--- src/rtl/sramLanePkg.sv ---
package sramLanePkg;

  localparam int DATA_W = 16;
  localparam int LANES  = DATA_W / 8;

  typedef struct packed {
    logic load;     // capture request fields
    logic select;   // chip selected next cycle
    logic readEn;   // output enable next cycle
    logic writeEn;  // write enable next cycle
    logic drive;    // data driver on next cycle
    logic capture;  // sample read bus this edge
  } laneCtl_t;

  function automatic int nsToCycles(input int ns, input int periodPs);
    int c;
    c = (ns * 1000 + periodPs - 1) / periodPs;
    return (c < 1) ? 1 : c;
  endfunction

  function automatic int maxOf(input int a, input int b);
    return (a > b) ? a : b;
  endfunction

  // minimum times per grade, ns
  function automatic int cycleNs(input int g);
    case (g) 1: return 70; 2: return 85; default: return 55; endcase
  endfunction
  function automatic int wePulseNs(input int g);
    case (g) 1: return 50; 2: return 60; default: return 40; endcase
  endfunction
  function automatic int addrToEndNs(input int g);
    case (g) 1: return 60; 2: return 70; default: return 45; endcase
  endfunction
  function automatic int dataSetupNs(input int g);
    case (g) 1: return 30; 2: return 35; default: return 25; endcase
  endfunction
  function automatic int floatNs(input int g);
    case (g) 1: return 25; 2: return 25; default: return 20; endcase
  endfunction

endpackage

--- src/rtl/sramLaneFsm.sv ---
module sramLaneFsm
  import sramLanePkg::*;
#(
  parameter int CLK_PERIOD_PS = 10000,
  parameter int SPEED_GRADE   = 0
) (
  input  logic     clk,
  input  logic     rstN,
  input  logic     req,
  input  logic     reqWrite,
  output logic     ready,
  output laneCtl_t ctl
);

  localparam int RD_CYC  = nsToCycles(cycleNs(SPEED_GRADE), CLK_PERIOD_PS);
  localparam int WP_CYC  = maxOf(nsToCycles(wePulseNs(SPEED_GRADE), CLK_PERIOD_PS),
                           maxOf(nsToCycles(addrToEndNs(SPEED_GRADE), CLK_PERIOD_PS),
                                 nsToCycles(dataSetupNs(SPEED_GRADE), CLK_PERIOD_PS)));
  localparam int WC_CYC  = nsToCycles(cycleNs(SPEED_GRADE), CLK_PERIOD_PS);
  localparam int REC_CYC = maxOf(1, WC_CYC - WP_CYC);
  localparam int HZ_CYC  = nsToCycles(floatNs(SPEED_GRADE), CLK_PERIOD_PS);
  localparam int MAX_CYC = maxOf(maxOf(RD_CYC, WP_CYC), maxOf(REC_CYC, HZ_CYC));
  localparam int CNT_W   = $clog2(MAX_CYC + 1);

  typedef enum logic [2:0] {S_IDLE, S_READ, S_TURN, S_WRITE, S_RECOV} state_t;

  state_t state, stateNext;
  logic [CNT_W-1:0] cnt, cntNext;

  always_comb begin
    stateNext = state;
    cntNext   = cnt;
    case (state)
      S_IDLE: if (req) begin
        if (reqWrite) begin
          stateNext = S_WRITE;
          cntNext   = CNT_W'(WP_CYC - 1);
        end else begin
          stateNext = S_READ;
          cntNext   = CNT_W'(RD_CYC - 1);
        end
      end
      S_READ: if (cnt == '0) begin
        stateNext = S_TURN;
        cntNext   = CNT_W'(HZ_CYC - 1);
      end else cntNext = cnt - 1'b1;
      S_TURN: if (cnt == '0) stateNext = S_IDLE;
              else cntNext = cnt - 1'b1;
      S_WRITE: if (cnt == '0) begin
        stateNext = S_RECOV;
        cntNext   = CNT_W'(REC_CYC - 1);
      end else cntNext = cnt - 1'b1;
      S_RECOV: if (cnt == '0) stateNext = S_IDLE;
               else cntNext = cnt - 1'b1;
      default: stateNext = S_IDLE;
    endcase
  end

  always_ff @(posedge clk) begin
    if (!rstN) begin
      state <= S_IDLE;
      cnt   <= '0;
    end else begin
      state <= stateNext;
      cnt   <= cntNext;
    end
  end

  assign ready = (state == S_IDLE);

  always_comb begin
    ctl         = '0;
    ctl.load    = (state == S_IDLE) && req;
    ctl.select  = (stateNext == S_READ) || (stateNext == S_WRITE) || (stateNext == S_RECOV);
    ctl.readEn  = (stateNext == S_READ);
    ctl.writeEn = (stateNext == S_WRITE);
    ctl.drive   = (stateNext == S_WRITE) || (stateNext == S_RECOV);
    ctl.capture = (state == S_READ) && (cnt == '0);
  end

  // a write pulse is always followed by a recovery state
  a_r6_recover_follows: assert property (@(posedge clk) disable iff (!rstN)
    (state == S_WRITE && !ctl.writeEn) |=> (state == S_RECOV));

endmodule

--- src/rtl/sramLaneDp.sv ---
module sramLaneDp
  import sramLanePkg::*;
#(
  parameter int ADDR_W = 20,
  parameter int HZ_CYC = 2
) (
  input  logic              clk,
  input  logic              rstN,
  input  laneCtl_t          ctl,
  input  logic [ADDR_W-1:0] reqAddr,
  input  logic [DATA_W-1:0] reqWdata,
  input  logic [LANES-1:0]  reqBe,
  output logic              rdValid,
  output logic [DATA_W-1:0] rdData,
  output logic [ADDR_W-1:0] memAddr,
  output logic              memCs1N,
  output logic              memCs2,
  output logic              memOeN,
  output logic              memWeN,
  output logic [LANES-1:0]  memLaneN,
  output logic [DATA_W-1:0] memDqOut,
  output logic              memDqOe,
  input  logic [DATA_W-1:0] memDqIn
);

  localparam int HZ_W = $clog2(HZ_CYC + 1);

  logic [LANES-1:0]  beQ;
  logic [DATA_W-1:0] laneMask;

  always_ff @(posedge clk) begin
    if (!rstN) begin
      beQ      <= '0;
      memAddr  <= '0;
      memDqOut <= '0;
    end else if (ctl.load) begin
      beQ      <= reqBe;
      memAddr  <= reqAddr;
      memDqOut <= reqWdata;
    end
  end

  always_ff @(posedge clk) begin
    if (!rstN) begin
      memCs1N <= 1'b1;
      memCs2  <= 1'b0;
      memOeN  <= 1'b1;
      memWeN  <= 1'b1;
      memDqOe <= 1'b0;
    end else begin
      memCs1N <= !ctl.select;
      memCs2  <= ctl.select;
      memOeN  <= !ctl.readEn;
      memWeN  <= !ctl.writeEn;
      memDqOe <= ctl.drive;
    end
  end

  for (genvar i = 0; i < LANES; i++) begin : g_lane
    logic enNext;
    assign enNext = ctl.load ? reqBe[i] : beQ[i];
    always_ff @(posedge clk) begin
      if (!rstN) memLaneN[i] <= 1'b1;
      else       memLaneN[i] <= !(ctl.select && enNext);
    end
    assign laneMask[i*8 +: 8] = {8{beQ[i]}};
  end

  always_ff @(posedge clk) begin
    if (!rstN) begin
      rdValid <= 1'b0;
      rdData  <= '0;
    end else begin
      rdValid <= ctl.capture;
      if (ctl.capture) rdData <= memDqIn & laneMask;
    end
  end

  // cycles since output enable was released, saturating
  logic [HZ_W-1:0] oeOffCnt;
  always_ff @(posedge clk) begin
    if (!rstN)                       oeOffCnt <= HZ_W'(HZ_CYC);
    else if (!memOeN)                oeOffCnt <= '0;
    else if (oeOffCnt < HZ_W'(HZ_CYC)) oeOffCnt <= oeOffCnt + 1'b1;
  end

  // never drive the bus while the memory may drive it
  a_r3_no_drive_on_read: assert property (@(posedge clk) disable iff (!rstN)
    !memOeN |-> !memDqOe);
  // write enable only with outputs disabled and the chip selected
  a_r5_we_excludes_oe: assert property (@(posedge clk) disable iff (!rstN)
    !memWeN |-> (memOeN && !memCs1N && memCs2));
  // address, data and strobes stable across the pulse
  a_r5_pulse_stable: assert property (@(posedge clk) disable iff (!rstN)
    (!memWeN && $past(!memWeN)) |-> ($stable(memAddr) && $stable(memDqOut) && $stable(memLaneN)));
  // read valid is a single-cycle pulse
  a_r4_valid_pulse: assert property (@(posedge clk) disable iff (!rstN)
    rdValid |=> !rdValid);
  // driver waits out the float time after a read
  a_r8_float_gap: assert property (@(posedge clk) disable iff (!rstN)
    memDqOe |-> (oeOffCnt >= HZ_W'(HZ_CYC)));

endmodule

--- src/rtl/sramLaneCtl.sv ---
module sramLaneCtl
  import sramLanePkg::*;
#(
  parameter int ADDR_W        = 20,
  parameter int CLK_PERIOD_PS = 10000,
  parameter int SPEED_GRADE   = 0
) (
  input  logic              clk,
  input  logic              rstN,
  input  logic              req,
  input  logic              reqWrite,
  input  logic [ADDR_W-1:0] reqAddr,
  input  logic [15:0]       reqWdata,
  input  logic [1:0]        reqBe,
  output logic              ready,
  output logic              rdValid,
  output logic [15:0]       rdData,
  output logic [ADDR_W-1:0] memAddr,
  output logic              memCs1N,
  output logic              memCs2,
  output logic              memOeN,
  output logic              memWeN,
  output logic              memUbN,
  output logic              memLbN,
  output logic [15:0]       memDqOut,
  output logic              memDqOe,
  input  logic [15:0]       memDqIn
);

  localparam int HZ_CYC = nsToCycles(floatNs(SPEED_GRADE), CLK_PERIOD_PS);

  laneCtl_t        ctl;
  logic [LANES-1:0] laneN;

  sramLaneFsm #(.CLK_PERIOD_PS(CLK_PERIOD_PS), .SPEED_GRADE(SPEED_GRADE)) u_fsm (
    .clk(clk), .rstN(rstN), .req(req), .reqWrite(reqWrite),
    .ready(ready), .ctl(ctl)
  );

  sramLaneDp #(.ADDR_W(ADDR_W), .HZ_CYC(HZ_CYC)) u_dp (
    .clk(clk), .rstN(rstN), .ctl(ctl),
    .reqAddr(reqAddr), .reqWdata(reqWdata), .reqBe(reqBe),
    .rdValid(rdValid), .rdData(rdData),
    .memAddr(memAddr), .memCs1N(memCs1N), .memCs2(memCs2),
    .memOeN(memOeN), .memWeN(memWeN), .memLaneN(laneN),
    .memDqOut(memDqOut), .memDqOe(memDqOe), .memDqIn(memDqIn)
  );

  assign memLbN = laneN[0];
  assign memUbN = laneN[1];

  // an idle controller leaves the memory deselected
  a_r9_ready_deselected: assert property (@(posedge clk) disable iff (!rstN)
    ready |-> (memCs1N && !memCs2 && memWeN && memOeN));

endmodule

--- config.mk ---
export PLATFORM = sky130hd
export DESIGN_NAME = sramLaneCtl
export DESIGN_NICKNAME = d
export VERILOG_FILES = /design/src/rtl/sramLanePkg.sv /design/src/rtl/sramLaneFsm.sv /design/src/rtl/sramLaneDp.sv /design/src/rtl/sramLaneCtl.sv
export SDC_FILE = /design/constraint.sdc
export NUM_CORES = 1
export LEC_CHECK = 0
export BUFFER_PORTS_ARGS = -buffer_cell sky130_fd_sc_hd__buf_2
export CORE_MARGIN = 8
export CORE_UTILIZATION = 47
export DETAILED_ROUTE_END_ITERATION = 16
export PLACE_DENSITY = 0.76
export SLEW_MARGIN = 20
export SYNTH_ARGS = -nofsm -noshare
export SYNTH_HDL_FRONTEND = slang
export SYNTH_SLANG_ARGS = --single-unit
--- constraint.sdc ---
create_clock -name clk -period 1.75 [get_ports clk]
set_input_delay 0.35 -clock clk [delete_from_list [all_inputs] [get_ports clk]]
set_output_delay 0.35 -clock clk [all_outputs]
set_load 0.1 [all_outputs]
### Word-level counts from Yosys, hierarchy flattened

Index checks and enable logic that the tools add are counted.

* input bits: 58
* logic and storage cells: 56
* output and inout port bits: 61
* register bits after elaboration: 68

* multiplexer cells: 14
* reductions and logical operators: 17
* equality and inequality tests: 9
* bitwise operators: 1
* add/subtract/negate cells: 1

Operators by type and width (number)
* 3-bit two-way mux: 8
* 3-bit case mux with 4 select lines: 2
* 16-bit bitwise AND: 1
* 3-bit by 2-bit equality test with 1-bit output, second input constant: 3
* 3-bit by 1-bit equality test with 1-bit output, second input constant: 2
* 3-bit equality test, second input constant: 2
* 3-bit zero test: 2
* 1-bit zero test: 5
* 1-bit logical AND: 4
* 2-bit != test, second input constant: 2
* 4-bit nonzero test: 1
* 1-bit logical OR: 3
* 1-bit two-way mux: 3
* 3-bit AND reduction: 1
* 3-bit by 1-bit subtractor with 3-bit output, second input constant: 1
* 2-bit two-way mux: 1
* 2-bit OR reduction: 1

### Longest topological paths before layout

* depth in word-level cells: 8
* depth in mapped cells: 8
* depth with buffers taken out: 6

### Hierarchy

A second synthesis with hierarchy kept.

* cells, all modules: 282
* area, all modules: 2877.8 sq um

By module, submodules not included
* sramLaneDp: cells each 211, times used 1, area each 2296.0 sq um, seq. area each 1241.2 sq um
* sramLaneFsm: cells each 71, times used 1, area each 581.8 sq um, seq. area each 120.1 sq um

### Worst setup path after synthesis

Ideal clock, no wire load.

* path type: register to output
* start: register u_fsm.state[0]
* end: output port ready
* arrival time: 2560 ps
* slack: -1160 ps
* required time: 1400 ps
* stages on the path, launching flop included: 3
* buffers on the path: 1
* cells stage by stage: dfxtp_1 > buf_4 > nor3_1

* cells in the longest elaborated chain, start to end: 1

Ends and longest elaborated chain
* from (decl): line sramLaneFsm.sv:27 `state_t state, stateNext;`
* from (signal assigned): line sramLaneFsm.sv:64 `state <= stateNext;`
* 3-bit zero test: line sramLaneFsm.sv:69 `assign ready = (state == S_IDLE);`
* to (decl): line sramLaneCtl.sv:15 `output logic ready,`

Every way passes these cells.

### Worst setup path in the final report

* start: register u_fsm.cnt[0]
* end: register u_fsm.cnt[0]

* cells in the longest elaborated chain, start to end: 3
* elaborated cells on any way between the ends: 8
* those cells by class: add/sub (1); eq/ne (1); mux (4); reduce/logical (2)

Ends and longest elaborated chain
* from (decl): line sramLaneFsm.sv:28 `logic [CNT_W-1:0] cnt, cntNext;`
* from (signal assigned): line sramLaneFsm.sv:65 `cnt <= cntNext;`
* 3-bit by 1-bit subtractor with 3-bit output or 3-bit zero test (tied branches)
* 3-bit two-way mux (tied with other cells): line sramLaneFsm.sv:47, sramLaneFsm.sv:53
* 3-bit case mux with 4 select lines or 3-bit AND reduction (tied branches)

Several ways; a longest one is shown, not always the timed one. The select of a mux whose other input is x is not followed.
A chain may end at the register's enable or synchronous reset.

==> key figures <==
Worst setup path
  – Worst EP arrival: 1960 ps
  – Reg2reg setup slack: 50 ps
  – Crit path buf inv count: 1
  – Reg-to-Reg End: u_fsm.cnt[0]
  – Critical path's largest stage delay: 400 ps
  – R2R depth: 6
  – Crit Path Class: reg2reg
  – Crit Path Max Fanout: 5
  – Crit path launch: u_fsm.cnt[0]
  – CP endpoint kind: flop
  – Worst path required time: 2000 ps
  – Crit-path leading delay family: compound AO/OA/AOI/OAI gates
  – Crit Reg-Reg Startpoint: u_fsm.cnt[0]
  – CP max stage cell: dfxtp_1
  – Critical-path cell list: inv_1 -> ha_1 -> nor2b_2 -> a2111oi_2 -> a211oi_1 -> a21oi_1
  – CP Launch Type: flop

STA
  – Clock skew: 7.70 ps
  – Pins Over Slew Limit: 0
  – RSZ-0062 raised after global routing: true
  – Worst-Margin Slew: 501 ps
  – Tmin final: 1700 ps
  – Max Clk Rate: 0.587 GHz
  – Worst hold slack: 241 ps
  – Share of the clock period used by the worst path after layout: 97.3%
  – Slew margin rel.: 66.8%
  – Fin. Hold Viols: 0
  – Final Setup Violations: 0

Yosys
  – Asr flop ratio synth: 0%
  – Post-synth EDFFs: 0
  – Main synth FF type: dfxtp_1
  – YS warnings: 0
  – Flop and latch count out of synthesis: 68
  – Post-synthesis sequential area ratio: 49.6%
  – Post-Synthesis Cells: 315
  – Post-synth cell types: 39
  – Mean area per synthesized cell: 8.71 sq um
  – Post-synth net total: 375
  – Syn Std Cell Area: 0.00275 sq mm

Drt
  – Via-to-Cell Ratio: 4.86
  – DRT iter0 DRCs: 112
  – DRC violations left: 0
  – Wire per inst: 13.9 um
  – Post-route ant nets: 0
  – Via Count: 2514
  – Post-Route WL: 7170 um
  – Iteration count of the initial detailed-routing pass: 4

Die
  – Starting density of the core: 47.5%
  – Die width: 92.4 um
  – Row cnt: 28
  – I/O pin count: 119
  – Core box area: 0.00578 sq mm
  – Die area: 0.00854 sq mm
  – Die Ht: 92.4 um

Min path
  – Worst Min Path Start: reqWdata[14]
  – Worst Hold End: u_dp.memDqOut[14]
  – Min-delay worst type: in2reg
  – Hold path cells: 3

Status
  – Outcome: finished, final reports clean

Clock network
  – CTS Buffer Depth: 2
  – CTS root buf: clkbuf_8
  – CTS Buf Count: 9
  – CTS tree: yes
  – Skew-Pair Late Insertion Delay: 340 ps
  – Clock Pin Slew Worst Setup and Hold Paths: 70 ps
  – H-tree depth: 3
  – Post-cts hold buffer count: 0
  – Clk sinks: 68

Cells and area
  – Fin nets: 497
  – Layout cells sized above 1: 35.7%
  – Diode count: 0
  – Synth-to-Final Area Change: 35.3%

GRT
  – First-pass GRT wire length: 11600 um
  – Antenna violations before repair: 0
  – Vias in the first global route: 2511
  – Largest net degree at the start of global routing: 43
  – Global route overflow: 0
  – All-Layer GR Usage: 16.6%

Power
  – Worst IR Drop VDD: 0.000897 V
  – Pwr Density: 1430 mW/mm^2
  – Leakage power: 1.69 nW
  – Final Total Pwr: 5.30 mW

Place
  – GP Congestion: 0.875
  – Port bufs: 118
  – Half-perimeter wire length after placement: 5320 um

Job
  – Maxcap violations: 0
## cell usage in the layout, fill, tap and decap left out, drive strengths merged, types with 2 or more instances in the layout
| cell | n |
|---|---|
| a21boi | 54 |
| a21oi | 6 |
| and2 | 4 |
| buf | 134 |
| bufinv | 2 |
| clkbuf | 11 |
| clkinv | 3 |
| dfxtp | 68 |
| ha | 2 |
| inv | 6 |
| nand2 | 98 |
| nand2b | 6 |
| nand3 | 16 |
| nor2 | 2 |
| nor2b | 2 |
| o21ai | 2 |
| o22ai | 4 |
| or3b | 2 |
## tightest hold or removal path, cell delays in order
cell      delay, ps
buf_2            90
nand2_1          40
a21boi_1         50
## cell usage after synthesis (all sizes together), types with 2 or more instances
master | number | share of area, %
a21boi | 54 | 15
a21oi | 6 | 1.2
and2 | 4 | 0.91
buf | 13 | 3.0
clkbuf | 10 | 1.4
dfxtp | 68 | 50
ha | 2 | 0.91
inv | 6 | 0.82
nand2 | 98 | 13
nand2b | 6 | 1.4
nand3 | 16 | 2.9
nor2 | 2 | 0.82
nor2b | 2 | 0.46
o21ai | 2 | 0.36
o22ai | 4 | 0.91
or3b | 2 | 0.64
## report_power, final
| part | switching [mW] | leakage, nW | total, mW | internal [mW] |
|---|---|---|---|---|
| logic | 1.55 | 1.02 | 2.08 | 0.532 |
| registers | 0.106 | 0.556 | 1.82 | 1.71 |
| clock network | 0.562 | 0.113 | 1.40 | 0.834 |
## routing by layer
layer	vias to the layer above	global-route usage [%]	part of all wire, %
met5	-	0	0
met4	0	6.44	1.0
met3	7	7.61	9.8
met2	84	27.6	47
met1	1131	18.0	42
li1	1292	-	-
## cells by family after synthesis
group,count (synthesis),synth area share (%)
adder cells (fa/ha/maj),2,0.911
flip-flops,68,49.6
buffers and inverters,29,5.20
AO/OA/AOI/OAI,75,20.1
AND/OR/NAND/NOR,138,23.2
multiplexers,1,0.410
XOR/XNOR,2,0.638
## worst max path at each step
stage | to | slack [ps] | cells past startpoint
after floorplan | ready | 110 | 2
after global placement | u_fsm.cnt[1] | 190 | 6
after detailed placement | u_dp.rdData[9] | 100 | 6
after CTS | u_fsm.cnt[0] | 40 | 6
after global routing | u_fsm.cnt[0] | -70 | 6
final | u_fsm.cnt[0] | 50 | 6
## registers in the layout (all words and copies together) (netlist names)
name / count
u_dp.memDqOut: 16
u_dp.rdValid: 1
u_dp.memWeN: 1
u_fsm.state: 3
u_dp.memAddr: 20
u_dp.beQ: 2
u_dp.memOeN: 1
u_dp.memLaneN: 2
u_dp.memDqOe: 1
u_dp.memCs1N: 1
u_fsm.cnt: 3
u_dp.rdData: 16
u_dp.memCs2: 1
## final cells by class
cell class	count	area, sq um
flip-flops and latches	68	1360
fillers	527	2070
well taps	75	93.8
clock inverters	5	75.1
inverters	6	22.5
multi-input cells	218	1270
repair buffers	134	751
clock buffers	11	141
## stage by stage
| step | utilization, % | setup TNS, ps | worst slack (ps) | area (sq um) | std cells |
|---|---|---|---|---|---|
| floorplan | - | 0 | 108 | 2760 | 315 |
| detailed placement | 60.0 | 0 | 95.0 | 3470 | 500 |
| global placement | 60.0 | 0 | 190 | 3470 | 500 |
| global route | 64.3 | -149 | -65.6 | 3710 | 517 |
| finish | 64.3 | 0 | 46.7 | 3710 | 517 |
| CTS | 63.8 | 0 | 38.0 | 3690 | 516 |
## repair_timing
action / in CTS / in global routing
buffers inserted: 0 / 1
resized for setup: 1 / 2
pin swaps: 0 / 1
setup endpoints to repair: 1 / 18
hold endpoints to repair: 0 / 0
Power figures use the tool's default switching activity.
